### src/rtl/timer8_pkg.sv
package timer8_pkg;

    typedef enum logic [1:0] {
        MODE_NORMAL = 2'b00,
        MODE_PHASE  = 2'b01,
        MODE_CTC    = 2'b10,
        MODE_FAST   = 2'b11
    } wave_mode_e;

    typedef enum logic [1:0] {
        OUT_OFF    = 2'b00,
        OUT_TOGGLE = 2'b01,
        OUT_CLEAR  = 2'b10,
        OUT_SET    = 2'b11
    } out_mode_e;

    typedef enum logic {
        DIR_UP   = 1'b0,
        DIR_DOWN = 1'b1
    } dir_state_e;

    typedef enum logic {
        PIN_LO = 1'b0,
        PIN_HI = 1'b1
    } pin_state_e;

    typedef enum logic [1:0] {
        PIN_HOLD,
        PIN_CLEAR,
        PIN_SET,
        PIN_FLIP
    } pin_op_e;

    localparam logic [1:0] ADDR_CTRL  = 2'd0;
    localparam logic [1:0] ADDR_COUNT = 2'd1;
    localparam logic [1:0] ADDR_CMP   = 2'd2;
    localparam logic [1:0] ADDR_FLAGS = 2'd3;

    localparam int FORCE_BIT = 7;
    localparam int MODE_LSB  = 5;
    localparam int COM_LSB   = 3;
    localparam int CS_LSB    = 0;
    localparam int CTRL_W    = 7;

    function automatic logic mode_is_pwm(input wave_mode_e m);
        return (m == MODE_PHASE) || (m == MODE_FAST);
    endfunction

    function automatic pin_op_e plain_action(input out_mode_e c);
        pin_op_e op;
        unique case (c)
            OUT_OFF:    op = PIN_HOLD;
            OUT_TOGGLE: op = PIN_FLIP;
            OUT_CLEAR:  op = PIN_CLEAR;
            OUT_SET:    op = PIN_SET;
        endcase
        return op;
    endfunction

endpackage

### src/rtl/timer8_prescale.sv
module timer8_prescale #(
    parameter int SEL_W = 3
) (
    input  logic             clk,
    input  logic             rst_n,
    input  logic [SEL_W-1:0] clk_sel,
    output logic             tick
);
    localparam int PRE_W = 10;

    logic [PRE_W-1:0] pre_q;
    logic [PRE_W-1:0] mask;
    int               shift;

    always_comb begin
        unique case (clk_sel)
            3'd1:    shift = 0;
            3'd2:    shift = 3;
            3'd3:    shift = 5;
            3'd4:    shift = 6;
            3'd5:    shift = 7;
            3'd6:    shift = 8;
            default: shift = PRE_W;
        endcase
    end

    always_comb begin
        mask = '0;
        for (int i = 0; i < PRE_W; i++) begin
            if (i < shift) mask[i] = 1'b1;
        end
    end

    always_ff @(posedge clk) begin
        if (!rst_n) pre_q <= '0;
        else        pre_q <= pre_q + 1'b1;
    end

    assign tick = (clk_sel != '0) && ((pre_q & mask) == mask);

endmodule

### src/rtl/timer8_counter.sv
module timer8_counter
    import timer8_pkg::*;
#(
    parameter int CNT_W = 8
) (
    input  logic             clk,
    input  logic             rst_n,
    input  logic             tick,
    input  logic             load_en,
    input  logic [CNT_W-1:0] load_val,
    input  wave_mode_e       mode,
    input  logic [CNT_W-1:0] cmp_val,
    output logic [CNT_W-1:0] cnt,
    output logic             tick_ok,
    output logic             match_evt,
    output logic             top_evt,
    output logic             ovf_evt,
    output logic             going_down
);
    localparam logic [CNT_W-1:0] CNT_MAX = '1;
    localparam logic [CNT_W-1:0] CNT_MIN = '0;

    dir_state_e       st_q, st_nx;
    logic [CNT_W-1:0] cnt_q, cnt_nx;
    logic             blocked_q;

    assign tick_ok    = tick && !load_en;
    assign going_down = (st_q == DIR_DOWN) && (mode == MODE_PHASE);
    assign match_evt  = tick_ok && !blocked_q && (cnt_q == cmp_val);
    assign top_evt    = tick_ok && (cnt_q == CNT_MAX);
    assign ovf_evt    = tick_ok && ((mode == MODE_PHASE) ? (going_down && cnt_q == CNT_MIN)
                                                         : (cnt_q == CNT_MAX));
    assign cnt        = cnt_q;

    // direction state machine: next-state process
    always_comb begin
        st_nx = st_q;
        if (mode != MODE_PHASE) begin
            st_nx = DIR_UP;                       // FORCE_UP
        end else if (tick_ok) begin
            unique case (st_q)
                DIR_UP:   if (cnt_q == CNT_MAX) st_nx = DIR_DOWN;  // UP_TO_DOWN
                DIR_DOWN: if (cnt_q == CNT_MIN) st_nx = DIR_UP;    // DOWN_TO_UP
            endcase
        end
    end

    // count datapath driven by the state
    always_comb begin
        cnt_nx = cnt_q;
        if (load_en) begin
            cnt_nx = load_val;
        end else if (tick_ok) begin
            if (going_down) begin
                cnt_nx = (cnt_q == CNT_MIN) ? CNT_MIN + 1'b1 : cnt_q - 1'b1;
            end else if (mode == MODE_PHASE && cnt_q == CNT_MAX) begin
                cnt_nx = CNT_MAX - 1'b1;
            end else if (mode == MODE_CTC && match_evt) begin
                cnt_nx = CNT_MIN;
            end else begin
                cnt_nx = cnt_q + 1'b1;
            end
        end
    end

    always_ff @(posedge clk) begin
        if (!rst_n) begin
            st_q      <= DIR_UP;
            cnt_q     <= '0;
            blocked_q <= 1'b0;
        end else begin
            st_q  <= st_nx;
            cnt_q <= cnt_nx;
            if (load_en)      blocked_q <= 1'b1;
            else if (tick_ok) blocked_q <= 1'b0;
        end
    end

endmodule

### src/rtl/timer8_compare.sv
module timer8_compare #(
    parameter int CNT_W = 8
) (
    input  logic             clk,
    input  logic             rst_n,
    input  logic             wr_cmp,
    input  logic [CNT_W-1:0] wdata,
    input  logic             pwm,
    input  logic             top_evt,
    output logic [CNT_W-1:0] cmp_active,
    output logic [CNT_W-1:0] cmp_buf,
    output logic             cmp_is_top
);
    localparam logic [CNT_W-1:0] CNT_MAX = '1;

    logic [CNT_W-1:0] buf_q, act_q;

    always_ff @(posedge clk) begin
        if (!rst_n) begin
            buf_q <= '0;
            act_q <= '0;
        end else begin
            if (wr_cmp) buf_q <= wdata;
            if (!pwm)         act_q <= wr_cmp ? wdata : buf_q;
            else if (top_evt) act_q <= buf_q;
        end
    end

    assign cmp_active = act_q;
    assign cmp_buf    = buf_q;
    assign cmp_is_top = (act_q == CNT_MAX);

endmodule

### src/rtl/timer8_wave.sv
module timer8_wave
    import timer8_pkg::*;
(
    input  logic       clk,
    input  logic       rst_n,
    input  wave_mode_e mode,
    input  out_mode_e  com,
    input  logic       match_evt,
    input  logic       top_evt,
    input  logic       going_down,
    input  logic       cmp_is_top,
    input  logic       force_evt,
    input  out_mode_e  force_com,
    output logic       wave_out,
    output logic       wave_oe
);
    pin_state_e pin_q, pin_nx;
    pin_op_e    op;
    logic       hi_bit;

    assign hi_bit = com[1];

    // pin action selection per mode
    always_comb begin
        op = PIN_HOLD;
        if (force_evt) begin
            op = plain_action(force_com);
        end else begin
            unique case (mode)
                MODE_NORMAL, MODE_CTC: begin
                    if (match_evt) op = plain_action(com);
                end
                MODE_FAST: begin
                    if (top_evt && hi_bit)
                        op = (com == OUT_CLEAR) ? PIN_SET : PIN_CLEAR;
                    else if (match_evt && hi_bit && !cmp_is_top)
                        op = (com == OUT_CLEAR) ? PIN_CLEAR : PIN_SET;
                end
                MODE_PHASE: begin
                    if (top_evt && cmp_is_top && hi_bit)
                        op = (com == OUT_CLEAR) ? PIN_SET : PIN_CLEAR;
                    else if (match_evt && hi_bit && !cmp_is_top)
                        op = ((com == OUT_CLEAR) ^ going_down) ? PIN_CLEAR : PIN_SET;
                end
            endcase
        end
    end

    // pin state machine: next-state process
    always_comb begin
        pin_nx = pin_q;
        unique case (op)
            PIN_HOLD:  pin_nx = pin_q;
            PIN_CLEAR: pin_nx = PIN_LO;
            PIN_SET:   pin_nx = PIN_HI;
            PIN_FLIP:  pin_nx = (pin_q == PIN_HI) ? PIN_LO : PIN_HI;
        endcase
    end

    always_ff @(posedge clk) begin
        if (!rst_n) pin_q <= PIN_LO;
        else        pin_q <= pin_nx;
    end

    // output process
    always_comb begin
        wave_out = (pin_q == PIN_HI);
        wave_oe  = (com != OUT_OFF) && !(mode_is_pwm(mode) && com == OUT_TOGGLE);
    end

endmodule

### src/rtl/pwm_timer8.sv
module pwm_timer8
    import timer8_pkg::*;
#(
    parameter int CNT_W = 8
) (
    input  logic             clk,
    input  logic             rst_n,
    input  logic             wr_en,
    input  logic [1:0]       addr,
    input  logic [CNT_W-1:0] wdata,
    output logic [CNT_W-1:0] rdata,
    output logic             wave_out,
    output logic             wave_oe,
    output logic             ovf_flag,
    output logic             cmp_flag
);
    localparam int SEL_W = 3;

    logic [CTRL_W-1:0] ctrl_q;
    logic              ovf_q, cmpf_q;
    wave_mode_e        mode;
    out_mode_e         com;
    logic              wr_ctrl, load_en, wr_cmp, wr_flags;
    logic              tick, tick_ok, match_evt, top_evt, ovf_evt, going_down;
    logic              force_evt, cmp_is_top;
    logic [CNT_W-1:0]  cnt_q, cmp_active, cmp_buf;

    assign mode     = wave_mode_e'(ctrl_q[MODE_LSB +: 2]);
    assign com      = out_mode_e'(ctrl_q[COM_LSB +: 2]);
    assign wr_ctrl  = wr_en && (addr == ADDR_CTRL);
    assign load_en  = wr_en && (addr == ADDR_COUNT);
    assign wr_cmp   = wr_en && (addr == ADDR_CMP);
    assign wr_flags = wr_en && (addr == ADDR_FLAGS);
    assign force_evt = wr_ctrl && wdata[FORCE_BIT]
                    && !mode_is_pwm(wave_mode_e'(wdata[MODE_LSB +: 2]));

    timer8_prescale #(.SEL_W(SEL_W)) u_pre (
        .clk     (clk),
        .rst_n   (rst_n),
        .clk_sel (ctrl_q[CS_LSB +: SEL_W]),
        .tick    (tick)
    );

    timer8_counter #(.CNT_W(CNT_W)) u_cnt (
        .clk        (clk),
        .rst_n      (rst_n),
        .tick       (tick),
        .load_en    (load_en),
        .load_val   (wdata),
        .mode       (mode),
        .cmp_val    (cmp_active),
        .cnt        (cnt_q),
        .tick_ok    (tick_ok),
        .match_evt  (match_evt),
        .top_evt    (top_evt),
        .ovf_evt    (ovf_evt),
        .going_down (going_down)
    );

    timer8_compare #(.CNT_W(CNT_W)) u_cmp (
        .clk        (clk),
        .rst_n      (rst_n),
        .wr_cmp     (wr_cmp),
        .wdata      (wdata),
        .pwm        (mode_is_pwm(mode)),
        .top_evt    (top_evt),
        .cmp_active (cmp_active),
        .cmp_buf    (cmp_buf),
        .cmp_is_top (cmp_is_top)
    );

    timer8_wave u_wave (
        .clk        (clk),
        .rst_n      (rst_n),
        .mode       (mode),
        .com        (com),
        .match_evt  (match_evt),
        .top_evt    (top_evt),
        .going_down (going_down),
        .cmp_is_top (cmp_is_top),
        .force_evt  (force_evt),
        .force_com  (out_mode_e'(wdata[COM_LSB +: 2])),
        .wave_out   (wave_out),
        .wave_oe    (wave_oe)
    );

    always_ff @(posedge clk) begin
        if (!rst_n) begin
            ctrl_q <= '0;
            ovf_q  <= 1'b0;
            cmpf_q <= 1'b0;
        end else begin
            if (wr_ctrl) ctrl_q <= wdata[CTRL_W-1:0];
            ovf_q  <= ovf_evt   | (ovf_q  & ~(wr_flags & wdata[0]));
            cmpf_q <= match_evt | (cmpf_q & ~(wr_flags & wdata[1]));
        end
    end

    always_comb begin
        unique case (addr)
            ADDR_CTRL:  rdata = CNT_W'(ctrl_q);
            ADDR_COUNT: rdata = cnt_q;
            ADDR_CMP:   rdata = cmp_buf;
            ADDR_FLAGS: rdata = CNT_W'({cmpf_q, ovf_q});
        endcase
    end

    assign ovf_flag = ovf_q;
    assign cmp_flag = cmpf_q;

endmodule

### config.mk
export PLATFORM = sky130hd
export DESIGN_NAME = pwm_timer8
export DESIGN_NICKNAME = d
export VERILOG_FILES = /design/src/rtl/timer8_pkg.sv /design/src/rtl/timer8_prescale.sv /design/src/rtl/timer8_counter.sv /design/src/rtl/timer8_compare.sv /design/src/rtl/timer8_wave.sv /design/src/rtl/pwm_timer8.sv
export SDC_FILE = /design/constraint.sdc
export NUM_CORES = 1
export LEC_CHECK = 0
export BUFFER_PORTS_ARGS = -buffer_cell sky130_fd_sc_hd__buf_2
export CAP_MARGIN = 20
export CORE_MARGIN = 2
export CORE_UTILIZATION = 40
export DETAILED_ROUTE_END_ITERATION = 12
export HOLD_SLACK_MARGIN = 0.03
export PLACE_DENSITY = 0.67
export SLEW_MARGIN = 30
export SYNTH_ARGS = -nofsm -noshare
export SYNTH_HDL_FRONTEND = slang
export SYNTH_SLANG_ARGS = --single-unit
### constraint.sdc
create_clock -name clk -period 2.45 [get_ports clk]
set_input_delay 0.49 -clock clk [delete_from_list [all_inputs] [get_ports clk]]
set_output_delay 0.49 -clock clk [all_outputs]
set_load 0.005 [all_outputs]
==> results.yml <==
critical_path:
  path_max_fanout: 9
  r2r-end: "u_cmp.cmp_active[0]$_SDFFE_PN0P_"
  reg2reg_depth: 8
  reg2reg_slack_ps: 270
  critical_path_arrival_ps: 2370
  cp-end-kind: "flip-flop"
  critPathRequiredTime_ps: 2640
  startpoint_type: "flip-flop"
  cpMaxStageDelayCell: "dfxtp_1"
  crit_type: "flip-flop to flip-flop"
  cp_cell_sequence: "nand3_1 > o2111ai_1 > o31ai_1 > or3_1 > nor3_4 > buf_4 > mux2i_1 > a21oi_1"
  rr_startpoint: "ctrl_q[1]$_SDFFE_PN0P_"
  crit_path_max_incr_delay_ps: 490
synth:
  synth_seq_cells: 46
  synth.top_cell.area_share_pct: 29.02
  synth_edf_count: 0
  async_flop_share_pct: 0
  synth_area_leaders: "dfxtp_1 (29%), mux2i_1 (8.5%), xor2_1 (5.0%)"
  synthDistinctLibCells: 58
  synth_top_flop_cell: "dfxtp_1"
  yosys_warnings: 0
  yosys.area.top_type: "dfxtp_1"
  synthCells: 377
  avgSynthCellArea_um2: 8.417
  syn_area_um2: 3173
  syn_nets: 401
  yosysSeqAreaShare_pct: 29.02
hold_path:
  worstHoldPathCells: 3
  min_from: "wdata[1]"
  holdPathEnd: "u_cnt.cnt[1]$_SDFFE_PN0P_"
  min_path_type: "input pin to flip-flop"
timing:
  finalClockSkew_ps: 8.206
  finalMaxSlewViolations: 0
  grt_setup_unrepaired: "false"
  fin_crit_sh_pct: 88.89
  hold_viol_final: 0
  tightest_slew_ps: 669.0
  post-route-min-period_ps: 2178
  clock.fmax_mhz: 459.2
  slew_headroom_pct: 55.02
  setup-tns-final_ps: 0
  finalSetupViolCount: 0
finish:
  instances_no_fill: 512
  drive_gt1_share_pct: 17.32
  layout_commonest_cell: "dfxtp_1"
  antennaDiodeCount: 0
  syn_to_final_growth_pct: 11.47
  layout_common_cells: "dfxtp_1 (46), o21ai_0 (30), mux2i_1 (27), a21oi_1 (27)"
  fillers: 778
  fin_nets: 433
global_route:
  globalRoute.totalOverflow: 0
  grtUsageTotal_pct: 20.06
  grt_max_degree: 28
  antenna_found_initial: 0
  grt_pass1_vias: 2727
  grt_pass1_wl_um: 13720
routing:
  routed_wl_um: 8450
  drcViolationCount: 0
  num_vias: 2863
  dr.pass1.iters: 4
  drt_iter0_drc: 278
  wl_per_cell_um: 16.50
  viasPerCell: 5.592
  postRouteAntennaNets: 0
place:
  port_buffers: 24
  routabilityCongestion: 0.9431
  place_hpwl_um: 6395
  dpl.cell_count: 504
clock_network:
  hold_buffers: 0
  cts_resized: 0
  cts_buffers: 5
  clkLatencyLatePin_ps: 300
  cts_buffer_depth: 2
  htree_levels: 2
  clk_pin_slew_ps: 90
  cts_setup_buffers: 0
  cts_root_buf: "clkbuf_8"
  cts_tree: "yes"
  cts_sinks: 46
power_and_ir_drop:
  p_per_area_nw_per_um2: 437.4
  internal-power_uw: 1095
  switchingPower_uw: 452.0
  vdd_ir_drop_max_mv: 0.2934
  p_leak_uw: 0.001519
  combinationalPowerShare_pct: 17.5
  seqPwrFrac_pct: 52.2
  swShare_pct: 29.21
  clockPowerShare_pct: 30.3
die:
  initial_utilization_pct: 41.28
  die_h_um: 93.07
  die_x_um: 93.07
  num_rows: 32
  core_area_um2: 7687
  die_area_um2: 8661
  io_pins: 25
outcome:
  status: "finished, final reports clean"
flow_run:
  cap_violations: 0
## power groups by stage
stage	clock [uW]	sequential, uW	combinational, uW
5_1_grt	506	811	298
3_5_place_dp	0	824	267
6_report	469	808	271
3_3_place_gp	0	824	265
2_1_floorplan	0	807	189
4_1_cts	479	807	269
## worst max path at each step
stage,startpoint,to,slack [ps],depth (start not counted)
after floorplan,u_cnt.cnt[3]$_SDFFE_PN0P_,u_cnt.cnt[7]$_SDFFE_PN0P_,450,7
after global placement,u_pre.pre_q[0]$_SDFF_PN0_,u_cmp.cmp_active[7]$_SDFFE_PN0P_,340,8
after detailed placement,addr[1],u_cnt.cnt[1]$_SDFFE_PN0P_,290,9
after CTS,ctrl_q[1]$_SDFFE_PN0P_,u_cmp.cmp_active[4]$_SDFFE_PN0P_,290,8
after global routing,ctrl_q[1]$_SDFFE_PN0P_,u_cmp.cmp_active[1]$_SDFFE_PN0P_,70,8
final,ctrl_q[1]$_SDFFE_PN0P_,u_cmp.cmp_active[0]$_SDFFE_PN0P_,270,8
## kinds of logic after synthesis
| family | Yosys count | share of synthesized area, % |
|---|---|---|
| flip-flops | 46 | 29.02 |
| buffers and inverters | 41 | 7.098 |
| AND/OR/NAND/NOR | 134 | 24.49 |
| multiplexers | 29 | 10.06 |
| AO/OA/AOI/OAI | 90 | 17.82 |
| XOR/XNOR | 26 | 7.177 |
| adder cells (fa/ha/maj) | 11 | 4.337 |
## cells in the mapped netlist, types with 6 or more instances
library cell	n
dfxtp_1	46
o21ai_0	30
a21oi_1	27
mux2i_1	27
nand2_1	26
nor2b_1	20
xor2_1	18
inv_1	16
nand3_1	15
nor2_1	13
and2_1	12
clkbuf_1	11
ha_1	11
xnor2_1	8
nand2b_1	6
## flip-flops by register name, indices dropped and copies added (netlist names)
register	cells
u_cnt.st_q	1
ctrl_q	7
u_cmp.cmp_buf	8
u_cnt.blocked_q	1
ovf_flag	1
cmp_flag	1
u_pre.pre_q	10
u_cnt.cnt	8
u_cmp.cmp_active	8
u_wave.wave_out	1
## cell type report
cell class | instances | area, um2 | share of cell area (%)
clock buffers | 6 | 72.57 | 2.052
clock inverters | 2 | 13.76 | 0.3891
inverters | 16 | 60.06 | 1.698
multi-input cells | 290 | 2027 | 57.30
flip-flops and latches | 46 | 920.9 | 26.03
well taps | 102 | 127.6 | 3.608
repair buffers | 50 | 315.3 | 8.914
## routing by layer
metal	GRT usage, %	vias to the layer above	routed length [um]
met1	26.34	1355	3826
li1	-	1407	-
met2	32.79	79	3967
met3	3.062	22	414
met4	8.578	0	242
met5	0	-	0
## stage by stage
stage	cell area (um2)	setup slack [ps]	hold slack (ps)	utilization, %	total power, uW
6_report	3537	272.3	508.2	46.01	1547
5_1_grt	3537	68.89	513.0	46.01	1615
4_1_cts	3537	289.6	497.6	46.01	1555
3_5_place_dp	3451	285.7	510.7	44.89	1092
3_3_place_gp	3451	340.0	498.7	44.89	1089
2_1_floorplan	3173	446.1	476.7	-	996.4
## worst max-delay path: cells and delay by family, from the launching register on
kind	cells	cell delay [ps]
simple gates	3	740
flops	1	490
compound gates	3	410
buf+inv	1	220
mux	1	220
No activity file was read; power rests on OpenSTA's default activity.
